<file path="config.mk">
export PLATFORM = sky130hd
export DESIGN_NAME = spi_wen_gate
export DESIGN_NICKNAME = d
export VERILOG_FILES = /design/src/rtl/spi_wen_gate.sv
export SDC_FILE = /design/constraint.sdc
export NUM_CORES = 1
export LEC_CHECK = 0
export CAP_MARGIN = 40
export CELL_PAD_IN_SITES_DETAIL_PLACEMENT = 2
export CELL_PAD_IN_SITES_GLOBAL_PLACEMENT = 2
export CORE_MARGIN = 3
export CORE_UTILIZATION = 42
export DETAILED_ROUTE_END_ITERATION = 7
export GPL_TIMING_DRIVEN = 1
export PLACE_DENSITY_LB_ADDON = 0.1
export SLEW_MARGIN = 30
export SYNTH_ARGS = -nofsm -noshare
export SYNTH_HDL_FRONTEND = slang
export SYNTH_SLANG_ARGS = --single-unit
</file>
<file path="constraint.sdc">
create_clock -name clk -period 4.81 [get_ports clk]
set_clock_uncertainty 0.1 [all_clocks]
set_input_delay 1.2025 -clock clk [delete_from_list [all_inputs] [get_ports clk]]
set_output_delay 1.2025 -clock clk [all_outputs]
set_load 0.01 [all_outputs]
</file>
<file path="src/rtl/spi_wen_gate.sv">
module spi_wen_gate #(
  parameter int ADDR_W = 11,
  parameter int DATA_W = 8
) (
  input  logic              clk,
  input  logic              rst_n,
  input  logic              cs_n,
  input  logic              sck,
  input  logic              si,
  output logic              wr_grant,
  output logic [ADDR_W-1:0] wr_addr,
  output logic [DATA_W-1:0] wr_data,
  output logic [7:0]        status
);
  localparam int FRAME_W = 4 * DATA_W;
  localparam logic [7:0] OP_WEN  = 8'h06;
  localparam logic [7:0] OP_WDIS = 8'h04;
  localparam logic [7:0] OP_WR   = 8'h02;
  localparam logic [7:0] OP_WRSR = 8'h01;

  logic [2:0] cs_s, sck_s, si_s;
  logic [2:0] bit_cnt, byte_cnt;
  logic [FRAME_W-1:0] frame;
  logic wel;
  logic [1:0] bp;

  wire sel     = ~cs_s[1];
  wire sck_up  = sel & sck_s[1] & ~sck_s[2];
  wire cs_up   = cs_s[1] & ~cs_s[2];
  wire aligned = (bit_cnt == 3'd0);

  wire [7:0]        op1  = frame[7:0];
  wire [7:0]        op2  = frame[15:8];
  wire [7:0]        op4  = frame[31:24];
  wire [ADDR_W-1:0] addr = frame[8 +: ADDR_W];

  logic in_prot;
  always_comb begin
    case (bp)
      2'b00:   in_prot = 1'b0;
      2'b01:   in_prot = addr[ADDR_W-1] & addr[ADDR_W-2];
      2'b10:   in_prot = addr[ADDR_W-1];
      default: in_prot = 1'b1;
    endcase
  end

  wire do_wen  = cs_up && aligned && byte_cnt == 3'd1 && op1 == OP_WEN;
  wire do_wdis = cs_up && aligned && byte_cnt == 3'd1 && op1 == OP_WDIS;
  wire do_wrsr = cs_up && aligned && byte_cnt == 3'd2 && op2 == OP_WRSR && wel;
  wire do_wr   = cs_up && aligned && byte_cnt == 3'd4 && op4 == OP_WR && wel && !in_prot;

  always_ff @(posedge clk or negedge rst_n) begin
    if (!rst_n) begin
      cs_s  <= 3'b111;
      sck_s <= 3'b000;
      si_s  <= 3'b000;
    end else begin
      cs_s  <= {cs_s[1:0], cs_n};
      sck_s <= {sck_s[1:0], sck};
      si_s  <= {si_s[1:0], si};
    end
  end

  always_ff @(posedge clk or negedge rst_n) begin
    if (!rst_n) begin
      bit_cnt  <= '0;
      byte_cnt <= '0;
      frame    <= '0;
    end else if (!sel) begin
      bit_cnt  <= '0;
      byte_cnt <= '0;
    end else if (sck_up) begin
      frame   <= {frame[FRAME_W-2:0], si_s[1]};
      bit_cnt <= bit_cnt + 3'd1;
      if (bit_cnt == 3'd7 && byte_cnt != 3'd7) byte_cnt <= byte_cnt + 3'd1;
    end
  end

  always_ff @(posedge clk or negedge rst_n) begin
    if (!rst_n) begin
      wel      <= 1'b0;
      bp       <= 2'b00;
      wr_grant <= 1'b0;
      wr_addr  <= '0;
      wr_data  <= '0;
    end else begin
      wr_grant <= do_wr;
      if (do_wen)  wel <= 1'b1;
      if (do_wdis) wel <= 1'b0;
      if (do_wrsr) begin
        bp  <= frame[3:2];
        wel <= 1'b0;
      end
      if (do_wr) begin
        wel     <= 1'b0;
        wr_addr <= addr;
        wr_data <= frame[DATA_W-1:0];
      end
    end
  end

  assign status = {4'b0000, bp, wel, 1'b0};
endmodule

</file>
==> impl_metrics.toml <==
[status]
result_of_the_run = "finished clean"

[logic_synthesis]
synth_simple_gate_area_share_pct = 6.75
synth_area_per_cell_um2 = 15.3
register_area_share_after_synthesis_pct = 61.8
share_of_synthesized_area_spent_on_multiplexers_pct = 23.1
mappedNetlistArea_um2 = 2800
synth_cells = 183
synth-warning-count = 0
synth_xor_xnor_area_share_pct = 0.626
number_of_storage_elements_in_the_synthesis_netlist = 69
area_fraction_in_compound_gates_after_synthesis_pct = 0.179
synth.distinct_cells = 29
synth_top_family_by_area = "multiplexers"
yosys.area_share.adder_pct = 3.58

[finish]
layoutNonFillerInstCount = 298
n_antenna_cell = 0
stdcell_area_um2 = 3300
area_growth_syn_to_layout_pct = 17.9
post_route_cells_drive_above_1_share_pct = 33.9
mostFrequentLayoutCell = "sky130_fd_sc_hd__dfrtp_1"
top_library_cells_by_usage_in_the_layout_fill_and_taps_aside = "sky130_fd_sc_hd__dfrtp_1, sky130_fd_sc_hd__mux2_2, sky130_fd_sc_hd__clkdlybuf4s50_1, sky130_fd_sc_hd__clkbuf_8"
final_net_count = 230

[clock_tree]
holdBufCountCts = 0
clk_root_buffer_cell = "sky130_fd_sc_hd__clkbuf_8"
clock_sink_count = 69
cts_htree_levels = 3
cts_tree = "built"
post-cts-setup-buffer-count = 0
cts-buffers-inserted = 9
clock_path_buffers = 2
cts.reportedPaths.clkPinSlew_ns = 0.07
cts.repair.resized = 0
clkLatencyLatePin_ns = 0.34

[placement]
dpl_cell_area_um2 = 3130
finalWeightedCongestion = 0.755
post-place-cells = 282
portBuffers = 27
detailedPlacementHpwl_um = 4060

[detailed_routing]
remaining_drc_errors = 0
first_drt_pass_iteration_count = 3
detailroute.via_count = 1533
avgRoutedWirePerCell_um = 19.4
vias_per_cell = 5.14
dr.first_iter.drc_count = 36
drt-total-wl_um = 5780
detail-route-antenna-nets = 0

[floorplanning]
die_width_um = 87.6
row_count = 29
floorplan.die_area_um2 = 7680
start_util_pct = 43.8
chipHeight_um = 87.6
placeableCoreArea_um2 = 6390
num_io_pins = 33

[global_routing]
antenna_violations_before_repair = 0
grt_overflow = 0
vias_in_the_first_global_route = 1847
grt_util_all_layers_pct = 17.8
grt_start_max_net_pins = 31
grt_first_pass_wirelength_um = 10100

[critical_path]
critical_path.n_buffers_inverters = 1
cpPeakStageDelay_ns = 0.56
slowest_stage = "sky130_fd_sc_hd__clkdlybuf4s50_1"
crit_chain = "clkdlybuf4s50_1"
setup.worst_path.start_class = "flip-flop"
critPathKind = "reg -> out"
critPathArrivalTime_ns = 1.30
endpoint_kind = "output port"
critical_path_required_ns = 3.51
critical_path_peak_fanout = 4
crit_family = "buffers and inverters"

[flow_run]
max_cap_violations = 0

[sta]
final_period_minus_worst_setup_slack_ns = 2.60
timing_max_transition_violations_final = 0
sum_of_negative_setup_slack_ns = 0
rsz_0062_raised_after_global_routing = "false"
clock.fmax_ghz = 0.385
min_period_over_period_pct = 54.0
finalHoldViolations = 0
final-setup-viol-count = 0

[pwr]
vdd.ir_drop.worst_mv = 0.182
finalPower_mw = 1.13
power_density_nw_per_um2 = 342
p_leak_nw = 1.58

[min_path]
worst_hold_path_class = "reg -> reg"
[power breakdown]
part	switching (mW)	total (mW)	leakage [nW]	internal, mW
combinational	0.0334	0.0728	0.565	0.0394
clock	0.200	0.397	0.0833	0.197
sequential	0.0395	0.657	0.929	0.618
total	0.273	1.13	1.58	0.854
[layout make-up]
cell class / count / area, um2
Multi-Input combinational cell: 101 / 980
Clock buffer: 13 / 149
Timing Repair Buffer: 32 / 319
Clock inverter: 2 / 10.0
Tap cell: 77 / 96.3
Sequential cell: 69 / 1730
Inverter: 4 / 15.0
Fill cell: 599 / 3090
[state kept, by name, indices dropped and copies added, names as in the netlist]
signal / flops
bp: 2
bit_cnt: 3
wr_addr: 11
wr_data: 8
byte_cnt: 3
wr_grant: 1
cs_s: 3
si_s: 2
sck_s: 3
frame: 32
wel: 1
[cells in the mapped netlist]
cell,count,area (um2)
sky130_fd_sc_hd__nand2_1,2,7.51
sky130_fd_sc_hd__nor3_1,1,5.00
sky130_fd_sc_hd__nor4b_1,3,26.3
sky130_fd_sc_hd__nor2_1,9,33.8
sky130_fd_sc_hd__nor4_4,1,21.3
sky130_fd_sc_hd__ha_1,8,100
sky130_fd_sc_hd__and3_1,1,6.26
sky130_fd_sc_hd__nand2b_1,1,6.26
sky130_fd_sc_hd__xnor2_1,2,17.5
sky130_fd_sc_hd__conb_1,1,3.75
sky130_fd_sc_hd__o21ai_0,1,5.00
sky130_fd_sc_hd__nand4b_1,1,8.76
sky130_fd_sc_hd__mux2_1,3,33.8
sky130_fd_sc_hd__nand3b_1,1,7.51
sky130_fd_sc_hd__nor4_1,2,12.5
sky130_fd_sc_hd__nor4b_2,1,15.0
sky130_fd_sc_hd__dfstp_2,3,78.8
sky130_fd_sc_hd__clkbuf_1,1,3.75
sky130_fd_sc_hd__buf_2,4,20.0
sky130_fd_sc_hd__buf_4,6,45.0
sky130_fd_sc_hd__nand4_1,1,6.26
sky130_fd_sc_hd__nor3b_1,1,7.51
sky130_fd_sc_hd__inv_1,4,15.0
sky130_fd_sc_hd__mux2i_1,5,50.1
sky130_fd_sc_hd__nor3b_2,1,12.5
sky130_fd_sc_hd__and4bb_1,1,12.5
sky130_fd_sc_hd__mux2_2,50,563
sky130_fd_sc_hd__dfrtp_1,66,1650
sky130_fd_sc_hd__buf_6,2,22.5
[logic make-up after synthesis]
kind of cell / Yosys count
AND/OR/NAND/NOR: 27
buffers and inverters: 17
other: 1
flip-flops: 69
adder cells (fa/ha/maj): 8
multiplexers: 58
XOR/XNOR: 2
AO/OA/AOI/OAI: 1
[stage by stage]
| stage | hold WS, ns | util, % | setup WS, ns |
|---|---|---|---|
| floorplan | 0.231 | - | 2.85 |
| global placement | 0.234 | 48.7 | 2.44 |
| detailed placement | 0.246 | 49.0 | 2.40 |
| CTS | 0.258 | 51.5 | 2.18 |
| global route | 0.262 | 51.7 | 2.14 |
| finish | 0.256 | 51.7 | 2.21 |
[routing by layer]
layer  wire, um  track usage [%]  vias up
met3        196             6.11       10
li1           -                -      693
met5          0                0        -
met1       2470             21.7      806
met4         72             5.44        0
met2       3040             29.8       24
[path summary, 6_finish.rpt]
| kind | from | to | slack, ns | cells after the start |
|---|---|---|---|---|
| max in group asynchronous | rst_n | wr_addr[9] | 3.05 | 3 |
| min reg2reg | si_s[0] | si_s[1] | 0.26 | 0 |
| max reg2reg | bit_cnt[0] | wr_addr[4] | 2.59 | 7 |
| min | si_s[0] | si_s[1] | 0.26 | 0 |
| max | bp[0] | status[2] | 2.21 | 1 |
| min in group asynchronous | rst_n | sck_s[0] | 0.69 | 1 |
(Power assumes the default switching activity.)
